==> src/rtl/pwmgen_pkg.sv <==
`timescale 1ns/1ps
package pwmgen_pkg;
    localparam int FLAG_N  = 4;
    localparam int F_CMP1  = 0;
    localparam int F_CMP2  = 1;
    localparam int F_OVF   = 2;
    localparam int F_TRIG  = 3;

    typedef enum logic {
        MODE_CONT    = 1'b0,
        MODE_ONESHOT = 1'b1
    } pg_mode_e;

    typedef enum logic [1:0] {
        ST_STOP  = 2'd0,
        ST_WAIT  = 2'd1,
        ST_PULSE = 2'd2,
        ST_AFTER = 2'd3
    } pg_state_e;
endpackage

==> src/rtl/pwmgen_sync.sv <==
`timescale 1ns/1ps
module pwmgen_sync #(
    parameter int STAGES = 2
) (
    input  logic clk,
    input  logic rst_n,
    input  logic din,
    output logic level,
    output logic prev
);
    localparam int TOP = STAGES - 1;

    logic [TOP:0] chain;
    logic         prev_q;

    generate
        if (STAGES == 1) begin : g_one
            always_ff @(posedge clk or negedge rst_n) begin
                if (!rst_n) chain <= '0;
                else        chain <= din;
            end
        end else begin : g_many
            always_ff @(posedge clk or negedge rst_n) begin
                if (!rst_n) chain <= '0;
                else        chain <= {chain[TOP-1:0], din};
            end
        end
    endgenerate

    always_ff @(posedge clk or negedge rst_n) begin
        if (!rst_n) prev_q <= 1'b0;
        else        prev_q <= chain[TOP];
    end

    assign level = chain[TOP];
    assign prev  = prev_q;
endmodule

==> src/rtl/pwmgen_tick.sv <==
`timescale 1ns/1ps
module pwmgen_tick #(
    parameter int PRE_W = 8
) (
    input  logic             clk,
    input  logic             rst_n,
    input  logic             en,
    input  logic             use_ext,
    input  logic [PRE_W-1:0] presc,
    input  logic             ext_rise,
    output logic             tick
);
    logic [PRE_W-1:0] pcnt;
    logic             pre_hit;

    assign pre_hit = (pcnt == presc);

    always_ff @(posedge clk or negedge rst_n) begin
        if (!rst_n)                 pcnt <= '0;
        else if (!en || use_ext)    pcnt <= '0;
        else if (pre_hit)           pcnt <= '0;
        else                        pcnt <= pcnt + 1'b1;
    end

    always_comb begin
        if (!en)          tick = 1'b0;
        else if (use_ext) tick = ext_rise;
        else              tick = pre_hit;
    end

    // with a non-zero divider two ticks never fall on adjacent edges
    a_r6_tick_gap: assert property (@(posedge clk) disable iff (!rst_n)
        (en && !use_ext && presc != '0 && tick) |=> (!tick || presc == '0));
endmodule

==> src/rtl/pwmgen_core.sv <==
`timescale 1ns/1ps
module pwmgen_core
    import pwmgen_pkg::*;
#(
    parameter int CNT_W = 16
) (
    input  logic             clk,
    input  logic             rst_n,
    input  logic             en,
    input  logic             mode,
    input  logic             tick,
    input  logic             trig_edge,
    input  logic [CNT_W-1:0] cmp1,
    input  logic [CNT_W-1:0] cmp2,
    output logic [CNT_W-1:0] cnt,
    output logic             pulse_on,
    output logic             ev_cmp1,
    output logic             ev_cmp2,
    output logic             ev_ovf,
    output logic             ev_trig
);
    localparam logic [CNT_W-1:0] CNT_MAX = {CNT_W{1'b1}};
    localparam logic [CNT_W-1:0] RELOAD  = CNT_MAX - 3;

    pg_mode_e           md;
    pg_state_e          st, st_n;
    logic [CNT_W-1:0]   cnt_n, sh1, sh1_n, sh2, sh2_n;
    logic               cont;

    assign md   = pg_mode_e'(mode);
    assign cont = (md == MODE_CONT);

    // state register process
    always_ff @(posedge clk or negedge rst_n) begin
        if (!rst_n) begin
            st  <= ST_STOP;
            cnt <= RELOAD;
            sh1 <= '0;
            sh2 <= '0;
        end else begin
            st  <= st_n;
            cnt <= cnt_n;
            sh1 <= sh1_n;
            sh2 <= sh2_n;
        end
    end

    // next-state and event logic
    always_comb begin
        st_n    = st;
        cnt_n   = cnt;
        sh1_n   = sh1;
        sh2_n   = sh2;
        ev_cmp1 = 1'b0;
        ev_cmp2 = 1'b0;
        ev_ovf  = 1'b0;
        ev_trig = 1'b0;
        if (!en) begin
            st_n  = ST_STOP;
            cnt_n = RELOAD;
        end else begin
            unique case (st)
                ST_STOP: begin
                    cnt_n = RELOAD;
                    sh1_n = cmp1;
                    sh2_n = cmp2;
                    st_n  = cont ? ST_PULSE : ST_WAIT;
                end
                ST_WAIT: begin
                    cnt_n = RELOAD;
                    if (cont) begin
                        st_n  = ST_PULSE;
                        sh1_n = cmp1;
                        sh2_n = cmp2;
                    end else if (trig_edge) begin
                        st_n    = ST_PULSE;
                        sh1_n   = cmp1;
                        sh2_n   = cmp2;
                        ev_trig = 1'b1;
                    end
                end
                ST_PULSE: begin
                    if (tick) begin
                        if (cont && cnt == sh2) begin
                            ev_cmp2 = 1'b1;
                            cnt_n   = RELOAD;
                            sh1_n   = cmp1;
                            sh2_n   = cmp2;
                        end else if (cnt == sh1) begin
                            ev_cmp1 = 1'b1;
                            if (cont) begin
                                st_n   = ST_AFTER;
                                cnt_n  = cnt + 1'b1;
                                ev_ovf = (cnt == CNT_MAX);
                            end else begin
                                st_n  = ST_WAIT;
                                cnt_n = RELOAD;
                            end
                        end else begin
                            cnt_n  = cnt + 1'b1;
                            ev_ovf = (cnt == CNT_MAX);
                        end
                    end
                end
                ST_AFTER: begin
                    if (!cont) begin
                        st_n  = ST_WAIT;
                        cnt_n = RELOAD;
                    end else if (tick) begin
                        if (cnt == sh2) begin
                            ev_cmp2 = 1'b1;
                            st_n    = ST_PULSE;
                            cnt_n   = RELOAD;
                            sh1_n   = cmp1;
                            sh2_n   = cmp2;
                        end else begin
                            cnt_n  = cnt + 1'b1;
                            ev_ovf = (cnt == CNT_MAX);
                        end
                    end
                end
                default: begin
                    st_n  = ST_STOP;
                    cnt_n = RELOAD;
                end
            endcase
        end
    end

    // output process
    always_comb begin
        pulse_on = (st == ST_PULSE);
    end

    // a low enable parks the machine at the reload value
    a_r11_disable_parks: assert property (@(posedge clk) disable iff (!rst_n)
        (!en) |=> (st == ST_STOP && cnt == RELOAD));

    // while waiting without a trigger the counter does not move
    a_r4_wait_holds: assert property (@(posedge clk) disable iff (!rst_n)
        (en && !cont && st == ST_WAIT && !trig_edge) |=> (st == ST_WAIT && cnt == RELOAD));

    // a pulse only ends on a tick, never because of a trigger
    a_r5_pulse_needs_tick: assert property (@(posedge clk) disable iff (!rst_n)
        (en && st == ST_PULSE && !tick && $stable(mode)) |=> (st == ST_PULSE && $stable(cnt)));

    // the period-end match restarts the pulse from the reload value
    a_r2_reload_restarts: assert property (@(posedge clk) disable iff (!rst_n)
        (en && cont && tick && (st == ST_PULSE || st == ST_AFTER) && cnt == sh2)
        |=> (st == ST_PULSE && cnt == RELOAD));
endmodule

==> src/rtl/pwmgen_top.sv <==
`timescale 1ns/1ps
module pwmgen_top
    import pwmgen_pkg::*;
#(
    parameter int CNT_W  = 16,
    parameter int PRE_W  = 8,
    parameter int SYNC_N = 2
) (
    input  logic              clk,
    input  logic              rst_n,
    input  logic              en,
    input  logic              mode,
    input  logic              clk_sel,
    input  logic [PRE_W-1:0]  presc,
    input  logic              ext_clk,
    input  logic              trig,
    input  logic              trig_rise,
    input  logic              lvl_pulse,
    input  logic              lvl_idle,
    input  logic [CNT_W-1:0]  cmp1,
    input  logic [CNT_W-1:0]  cmp2,
    input  logic [FLAG_N-1:0] flag_clr,
    output logic              wave_out,
    output logic [CNT_W-1:0]  cnt_out,
    output logic [FLAG_N-1:0] flags
);
    logic              t_lvl, t_prev, e_lvl, e_prev;
    logic              trig_edge, ext_rise, tick, pulse_on;
    logic              ev_cmp1, ev_cmp2, ev_ovf, ev_trig;
    logic [FLAG_N-1:0] ev_vec, flags_q;

    pwmgen_sync #(.STAGES(SYNC_N)) u_trig_sync (
        .clk(clk), .rst_n(rst_n), .din(trig), .level(t_lvl), .prev(t_prev)
    );

    pwmgen_sync #(.STAGES(SYNC_N)) u_ext_sync (
        .clk(clk), .rst_n(rst_n), .din(ext_clk), .level(e_lvl), .prev(e_prev)
    );

    assign trig_edge = trig_rise ? (t_lvl & ~t_prev) : (~t_lvl & t_prev);
    assign ext_rise  = e_lvl & ~e_prev;

    pwmgen_tick #(.PRE_W(PRE_W)) u_tick (
        .clk(clk), .rst_n(rst_n), .en(en), .use_ext(clk_sel),
        .presc(presc), .ext_rise(ext_rise), .tick(tick)
    );

    pwmgen_core #(.CNT_W(CNT_W)) u_core (
        .clk(clk), .rst_n(rst_n), .en(en), .mode(mode), .tick(tick),
        .trig_edge(trig_edge), .cmp1(cmp1), .cmp2(cmp2), .cnt(cnt_out),
        .pulse_on(pulse_on), .ev_cmp1(ev_cmp1), .ev_cmp2(ev_cmp2),
        .ev_ovf(ev_ovf), .ev_trig(ev_trig)
    );

    always_comb begin
        ev_vec         = '0;
        ev_vec[F_CMP1] = ev_cmp1;
        ev_vec[F_CMP2] = ev_cmp2;
        ev_vec[F_OVF]  = ev_ovf;
        ev_vec[F_TRIG] = ev_trig;
    end

    generate
        for (genvar i = 0; i < FLAG_N; i++) begin : g_flag
            always_ff @(posedge clk or negedge rst_n) begin
                if (!rst_n) flags_q[i] <= 1'b0;
                else        flags_q[i] <= ev_vec[i] | (flags_q[i] & ~flag_clr[i]);
            end
        end
    endgenerate

    assign flags    = flags_q;
    assign wave_out = pulse_on ? lvl_pulse : lvl_idle;

    // a set flag only falls where a clear was written
    a_r9_sticky: assert property (@(posedge clk) disable iff (!rst_n)
        (|flags_q) |=> ((($past(flags_q) & ~$past(flag_clr)) & ~flags_q) == '0));

    // an event beats a simultaneous clear
    a_r9_event_wins: assert property (@(posedge clk) disable iff (!rst_n)
        (|ev_vec) |=> ((flags_q & $past(ev_vec)) == $past(ev_vec)));

    // one synchronized external rising edge yields a single-cycle tick source
    a_r7_single_edge: assert property (@(posedge clk) disable iff (!rst_n)
        ext_rise |=> !ext_rise);
endmodule

==> config.mk <==
export PLATFORM = sky130hd
export DESIGN_NAME = pwmgen_top
export DESIGN_NICKNAME = d
export VERILOG_FILES = /design/src/rtl/pwmgen_pkg.sv /design/src/rtl/pwmgen_sync.sv /design/src/rtl/pwmgen_tick.sv /design/src/rtl/pwmgen_core.sv /design/src/rtl/pwmgen_top.sv
export SDC_FILE = /design/constraint.sdc
export NUM_CORES = 1
export LEC_CHECK = 0
export ABC_AREA = 1
export CORE_ASPECT_RATIO = 0.7
export CORE_MARGIN = 5
export CORE_UTILIZATION = 50
export CTS_BUF_LIST = sky130_fd_sc_hd__clkbuf_16
export DETAILED_ROUTE_END_ITERATION = 10
export PLACE_DENSITY = 0.87
export SYNTH_ARGS = -nofsm -noshare
export SYNTH_HDL_FRONTEND = slang
export SYNTH_SLANG_ARGS = --single-unit
export TNS_END_PERCENT = 20
==> constraint.sdc <==
create_clock -name clk -period 5.8 [get_ports clk]
set_clock_uncertainty 0.05 [all_clocks]
set_input_delay 0.58 -clock clk [delete_from_list [all_inputs] [get_ports clk]]
set_output_delay 0.58 -clock clk [all_outputs]
set_load 0.02 [all_outputs]
Word level (Yosys, flattened, before mapping)
Cells that the tools add are included.

storage, ports and cells
  register bits after elaboration = 68
  latch bits = 0
  RAM bits = 0
  ROM bits = 0
  input port bits = 54
  word-level logic and storage cells = 129
  memories = 0

cells by class
  add/subtract/negate cells = 2
  $mul = 0
  divide/modulo/power cells = 0
  $lt $le $gt $ge = 0
  eq/ne operators = 19
  shifts and indexed selects = 0
  mux-type cells = 68
  bitwise operators = 19
  reduce and logical (&&, ||, !) cells = 8

operators with widths
  kind                                                              number
  16-bit 2-to-1 mux                                                 22
  16-bit one-hot mux with 4 select lines                            2
  16-bit one-hot mux with 3 select lines                            1
  16-bit == test                                                    2
  1-bit 2-to-1 mux                                                  27
  2-bit 2-to-1 mux                                                  11
  16-bit by 1-bit adder with 16-bit output (second input constant)  1
  16-bit == test (second input constant)                            1
  8-bit 2-to-1 mux                                                  2
  3-bit != test (second input constant)                             3
  8-bit by 1-bit adder with 8-bit output (second input constant)    1
  8-bit == test                                                     1
  4-bit != test (second input constant)                             2
  1-bit NOT                                                         8
  2-bit one-hot mux with 4 select lines                             1
  1-bit bitwise AND                                                 7
  7-bit AND reduction                                               1
  2-bit != test (second input constant)                             3
  6-bit AND reduction                                               1
  2-bit == test (second input constant)                             2
  2-bit by 1-bit != test with 1-bit output (second input constant)  2
  4-bit by 3-bit != test with 1-bit output (second input constant)  1
  1-bit bitwise OR                                                  4
  1-bit one-hot mux with 2 select lines                             2
  8 further kinds                                                   8

Longest topological paths before layout
Gate-level depths: netlist of run 1.

  word-level depth = 9
  gate-level depth with buffers = 14
  gate-level depth less buffers = 13

By module
A second synthesis of run 1 with hierarchy kept.

second synthesis, totals
  cell total of the unflattened synthesis = 628
  area total of the unflattened synthesis = 4543.1 sq um

modules (own cells, without submodules)
  module       instances  cells each  area each (sq um)  seq. area each (sq um)
  pwmgen_core  1          517         3623.5             1268.7
  pwmgen_tick  1          82          579.3              200.2
  pwmgen_top   1          23          190.2              100.1
  pwmgen_sync  2          3           75.1               75.1

Worst setup path before layout of run 1
Ideal clock, no wire load.

  path type = register to register
  start point = register u_core.cnt[12]
  end point = register u_core.sh1[2]
  library setup time = 0.117 ns
  arrival time = 1.823 ns
  setup slack = 3.809 ns
  stages on the path, launching flop included = 14
  buffers on the path = 2
  clock period less this slack = 1.991 ns
  path through = dfstp_2 > buf_2 > inv_2 > nand2_1 > nand2_1 > nor2_1 > nand2_1 > nor2_2 > nand2_2 > o22ai_4 > nand3_4 > buf_6 > nand2_1 > nand2_1

on the way
  cells in the longest elaborated chain, start to end = 4
  elaborated cells on any way between the ends = 5

ends and longest elaborated chain
  item                                                RTL line                               source
  from (decl)                                         pwmgen_core.sv:15                      output logic [CNT_W-1:0] cnt,
  from (signal assigned)                              pwmgen_core.sv:42                      cnt <= cnt_n;
  16-bit == test *                                    pwmgen_core.sv:84, pwmgen_core.sv:110
  1-bit logical AND                                   pwmgen_core.sv:84                      if (cont && cnt == sh2) begin
  2-bit by 1-bit != test with 1-bit output (no line)  -
  7-bit AND reduction (no line) *                     -
  to (signal assigned)                                pwmgen_core.sv:43                      sh1 <= sh1_n;
  to (decl)                                           pwmgen_core.sv:27                      logic [CNT_W-1:0] cnt_n, sh1, sh1_n, sh2, sh2_n;

Mark *: on every way between the ends. The rest lies on a longest branch, timed or not.
A chain may end at the register's enable or synchronous reset.

Worst setup path after layout of run 1
  start point = register u_core.st[0]
  end point = output port wave_out

on the way
  cells in the longest elaborated chain, start to end = 2

ends and longest elaborated chain
  item                    RTL line            source
  from (decl)             pwmgen_core.sv:26   pg_state_e st, st_n;
  from (signal assigned)  pwmgen_core.sv:41   st <= st_n;
  2-bit == test           pwmgen_core.sv:132  pulse_on = (st == ST_PULSE);
  1-bit 2-to-1 mux        pwmgen_top.sv:73    assign wave_out = pulse_on ? lvl_pulse : lvl_idle;
  to (decl)               pwmgen_top.sv:23    output logic wave_out,

Every way passes these cells.

==> reports/metrics.yaml, run 1 <==
status: "finished, final reports clean"
ant_nets: 0
gr-total-overflow: 0
critPathTopFamily: "adder cells"
die-area_um2: 10820
yosysTopAreaCell: "dfrtp_1"
fin_nets: 754
syn_inst: 641
drc: 0
rsz0062_at_grt: "false"
hold_buffers: 0
min_period_ns: 3.166
tightest_slew_ns: 1.138
grt_usage: 0.2326
cts_setup_buffers: 0
fill_cells: 703
avgSynthCellArea_um2: 6.875
slew_viol_final: 0
grt_pass1_vias: 4232
drt_iter0_markers: 584
grt_pass1_wl_mm: 19.96
yosys_most_used_dff: "dfrtp_1"
fmax_ghz: 0.3158
gp_congestion: 0.8822
clk_pin_slew_ns: 0.06
synth_edf_count: 0
firstDrtPassIters: 5
crit_fanout: 21
final-hold-violation-count: 0
ys_seq_elements: 68
cts_buffers: 9
yosys-top-cells-area: "dfrtp_1, nand2_1, dfstp_2"
finalSetupViolCount: 0
synthArstFlopShare: 1.000
final.period_utilization: 0.5459
leakage_nw: 2.747
synth_top_area_frac: 0.3066
root_buffer: "clkbuf_16"
antenna_cells: 0
wirelength_mm: 11.96
cts_tree: "done"
worstSetupStartpointType: "flip-flop"
vias_per_cell: 5.315
cpPeakStageDelay_ns: 0.71
die_w_um: 122.2
place_hpwl_mm: 8.532
cts_sinks: 68
crit_chain: "inv_1 -> ha_1 -> mux2_2 -> clkdlybuf4s50_1"
rows: 28
drive_above_1_share: 0.07857
grt_max_degree: 69
hp-class: "flip-flop to flip-flop"
worst_skew_pair.late_latency_ns: 0.34
relSlewSlack: 0.2396
antenna_found_initial: 0
wl_per_cell_um: 14.59
slowest_stage: "ha_1"
yosysSeqAreaShare: 0.3901
required_ns: 5.17
vias: 4358
initial_core_util: 0.5176
critPathArrivalTime_ns: 2.54
dpl_worst_slack_ns: 2.335
powerDensity_nw_per_um2: 440.0
synth_common_cells: "nand2_1, nor2_1, inv_1"
syn-cell-area_um2: 4407
worstSetupPathType: "flip-flop to output port"
yosysMostFrequentCell: "nand2_1"
maxCapViolCount: 0
post_cts_resized: 0
areaGrowthSynthToFinish_pct: 23.31
fin_ws_ns: 2.634
ir_worst_vdd_mv: 0.1890
core_um2: 8513
path_buf_inv: 2
h-tree-depth: 3
setup.worst_path.end_class: "output port"
die_h_um: 88.55
ioPinCount: 75
yosysWarningCount: 0
clockBufferDepth: 2
synth_nets: 700
synth_cell_types: 33
setup_tns_ns: 0
port_buffers: 74
metrics by stage:
step | hold slack, ns | area (um2) | power, mW | utilization | cells
floorplan | 0.2344 | 4407 | 1.538 | - | 641
global placement | 0.2850 | 5126 | 1.757 | 0.6021 | 804
detailed placement | 0.2858 | 5126 | 1.812 | 0.6021 | 804
CTS | 0.2989 | 5434 | 2.381 | 0.6383 | 820
global route | 0.3211 | 5434 | 2.569 | 0.6383 | 820
finish | 0.2997 | 5434 | 2.391 | 0.6383 | 820
per-layer routing:
layer	vias to the layer above	wire length [um]	global-route usage
met5	-	0	0
met4	0	226	0.07317
met3	29	1115	0.05431
met2	231	5467	0.3729
met1	1967	5156	0.3164
li1	2131	-	-
path summary, 6_finish.rpt:
check | from | endpoint | slack (ns) | cells after the start
max | u_core.st[0] | wave_out | 2.63 | 4
min | u_ext_sync.chain[0] | u_ext_sync.chain[1] | 0.30 | 0
max reg2reg | u_core.cnt[2] | u_core.sh2[0] | 2.69 | 11
min reg2reg | u_ext_sync.chain[0] | u_ext_sync.chain[1] | 0.30 | 0
max in group asynchronous | rst_n | flags[2] | 4.77 | 2
min in group asynchronous | rst_n | u_core.sh2[4] | 0.39 | 2
cells in the final DEF (no fill, tap or decap), types with 4 or more instances in the layout:
master	Yosys	layout
nand2_1	217	217
nor2_1	76	76
clkdlybuf4s50_1	0	73
inv_1	63	63
dfrtp_1	54	54
nand3_1	50	50
nand4_1	38	38
xor2_1	18	18
a21oi_1	16	16
xnor2_1	14	14
dfstp_2	14	14
inv_2	13	13
clkbuf_16	0	9
ha_1	5	5
nor3_1	4	4
o22ai_1	4	4
registers in the layout, indices dropped and copies added (netlist names):
| register | cells |
|---|---|
| u_core.st | 2 |
| u_ext_sync.prev | 1 |
| u_core.cnt | 16 |
| u_core.sh2 | 16 |
| u_ext_sync.chain | 2 |
| u_trig_sync.chain | 2 |
| u_core.sh1 | 16 |
| flags | 4 |
| u_trig_sync.prev | 1 |
| u_tick.pcnt | 8 |
worst register-to-register path, stage by stage (launching register included):
cell and delay [ns]:
dfstp_2 0.68, inv_2 0.04, nand2_1 0.05, nand2_1 0.05, nor2_1 0.10, nand2_1 0.07, nor2_2 0.19, nand2_2 0.25
o22ai_4 0.72, nand3_4 0.51, nand2_1 0.20, nand2_1 0.07
cells by family (layout without fill, tap and decap cells):
logic type                 count (synthesis)  in the layout  share of synthesized area
DFF                                       68             68                     0.3901
muxes                                      1              1                   0.002555
and+or+nand+nor                          398            398                     0.3870
adders and majority gates                  5              5                    0.01420
AOI/OAI and AO/OA                         28             28                    0.03748
buffers and inverters                    109            168                     0.1051
xor gates and xnor gates                  32             32                    0.06360
power breakdown:
| part | internal, mW | total (mW) | switching, mW |
|---|---|---|---|
| registers | 0.652 | 0.856 | 0.204 |
| logic | 0.382 | 0.977 | 0.595 |
| clock network | 0.339 | 0.559 | 0.220 |
| total | 1.37 | 2.39 | 1.02 |
area by class of cell:
class | instances | area [um2] | area share
multi-input cells | 464 | 2225 | 0.4094
repair buffers | 75 | 743.2 | 0.1368
flip-flops and latches | 68 | 1719 | 0.3164
inverters | 77 | 289.0 | 0.05319
clock buffers | 9 | 225.2 | 0.04145
clock inverters | 7 | 82.58 | 0.01520
well taps | 120 | 150.1 | 0.02763
Note: power is estimated with default switching activity, not from simulation.
==> run 2: changes to the inputs <==
Settings changed: CORE_UTILIZATION 50 to 49, PLACE_DENSITY 0.87 to 0.89.
Clock period 5.8 ns to 2.9 ns, I/O delays scaled along.
==> reports/metrics.yaml, run 2 (same netlist as run 1, synthesis figures left out) <==
die-area_um2: 11020
finalSetupViolCount: 0
required_ns: 3.13
min_period_ns: 2.546
slowest_stage: "dfstp_2"
fin_nets: 764
wirelength_mm: 11.98
final-hold-violation-count: 0
critPathTopFamily: "simple AND/OR/NAND/NOR gates"
rsz0062_at_grt: "false"
areaGrowthSynthToFinish_pct: 24.45
status: "finished, final reports clean"
crit_fanout: 32
startpoint: "u_core.cnt[8]"
gr-total-overflow: 0
cts_sinks: 68
h-tree-depth: 3
ioPinCount: 75
ant_nets: 0
root_buffer: "clkbuf_16"
setup.worst_path.end_class: "flip-flop"
drt_iter0_markers: 610
comb_power_share: 0.421
antenna_found_initial: 0
grt_pass1_vias: 4171
cts_buffers: 9
ir_worst_vdd_mv: 0.3814
gp_congestion: 0.9194
critPathArrivalTime_ns: 2.78
mostFrequentLayoutCells: "nand2_1, nor2_1, clkdlybuf4s50_1"
vias: 4417
intPower_mw: 2.674
cp_common_cell: "nand2_1"
grt_pass1_wl_mm: 19.63
slew_viol_final: 0
clockBufferDepth: 2
drive_above_1_share: 0.09014
fin_cells: 834
switching_share: 0.4319
tightest_slew_ns: 0.6497
port_buffers: 74
final.period_utilization: 0.8778
grt_max_degree: 37
placed_cell_area_um2: 5199
setup_tns_ns: 0
relSlewSlack: 0.5657
power.switching_mw: 2.033
dpl_worst_slack_ns: 0.4091
antenna_cells: 0
seqPwrFrac: 0.363
clk_pin_slew_ns: 0.06
maxCapViolCount: 0
path_buf_inv: 2
hp-class: "flip-flop to flip-flop"
p_clk_frac: 0.216
die_w_um: 123.3
wl_per_cell_um: 14.36
worst_skew_pair.late_latency_ns: 0.34
leakage_nw: 2.777
design_area_um2: 5484
r2r_start: "u_core.cnt[8]"
path_depth: 11
place_hpwl_mm: 8.586
layout_commonest_cell: "nand2_1"
worstSetupStartpointType: "flip-flop"
core_um2: 8926
place_inst: 817
crit_chain: "inv_2 -> nand2_1 -> nand2_1 -> nor2_1 -> nand2_1 -> nor2_2 -> nand3_2 -> nand2_2 -> buf_4 -> nand4_1 -> nand2_1"
power_mw: 4.707
post_cts_resized: 0
grt_usage: 0.2292
reg_top3: "u_core.cnt x16, u_core.sh1 x16, u_core.sh2 x16"
r2r_cells: 11
firstDrtPassIters: 6
powerDensity_nw_per_um2: 858.3
cp-endpoint: "u_core.sh1[10]"
fin_ws_ns: 0.3542
drc: 0
initial_core_util: 0.4937
cpPeakStageDelay_ns: 0.66
cts_tree: "done"
regToRegSetupSlack_ns: 0.35
die_h_um: 89.35
rows: 29
fmax_ghz: 0.3928
worstSetupPathType: "flip-flop to flip-flop"
r2r-end: "u_core.sh1[10]"
vias_per_cell: 5.296
run 2: cell type report:
| cell class | count | area [um2] |
|---|---|---|
| clock buffer | 9 | 225.2 |
| fill | 776 | 3442 |
| multi-input combinational | 464 | 2225 |
| sequential | 68 | 1719 |
| clock inverter | 7 | 50.05 |
| timing repair buffer | 85 | 820.8 |
| tap | 124 | 155.1 |
| inverter | 77 | 289.0 |
run 2: through the flow:
stage	util	hold slack (ns)
after floorplan	-	-0.05559
after global placement	0.5824	0.2839
after detailed placement	0.5824	0.2862
after CTS	0.6144	0.2989
after global routing	0.6144	0.3050
final	0.6144	0.2978
run 2: routing by layer:
| metal | GRT usage | wire length [um] |
|---|---|---|
| met1 | 0.3165 | 5240 |
| met2 | 0.3600 | 5317 |
| met3 | 0.05440 | 1239 |
| met4 | 0.07136 | 180 |
| met5 | 0 | 0 |
run 2: power by group through the flow:
stage          registers (mW)  logic [mW]  clock network [mW]
3_3_place_gp             1.68        1.88                   0
2_1_floorplan            1.59        1.48                   0
4_1_cts                  1.69        1.97                1.03
3_5_place_dp             1.70        1.95                   0
6_report                 1.71        1.98                1.02
5_1_grt                  1.75        2.23                1.07
run 2: worst min path at each step:
stage                      endpoint  slack [ns]  cells past startpoint                  from
2_1_floorplan              flags[0]       -0.06                      0                 rst_n
5_1_grt        u_trig_sync.chain[1]        0.30                      0  u_trig_sync.chain[0]
6_report       u_trig_sync.chain[1]        0.30                      0  u_trig_sync.chain[0]
3_3_place_gp   u_trig_sync.chain[1]        0.28                      0  u_trig_sync.chain[0]
3_5_place_dp   u_trig_sync.chain[1]        0.29                      0  u_trig_sync.chain[0]
4_1_cts        u_trig_sync.chain[1]        0.30                      0  u_trig_sync.chain[0]
run 2: what timing repair did:
action / 4_1_cts / 5_1_grt
hold buffers: 1 / 0
setup buffers: 0 / 0
hold endpoints to repair: 54 / 0
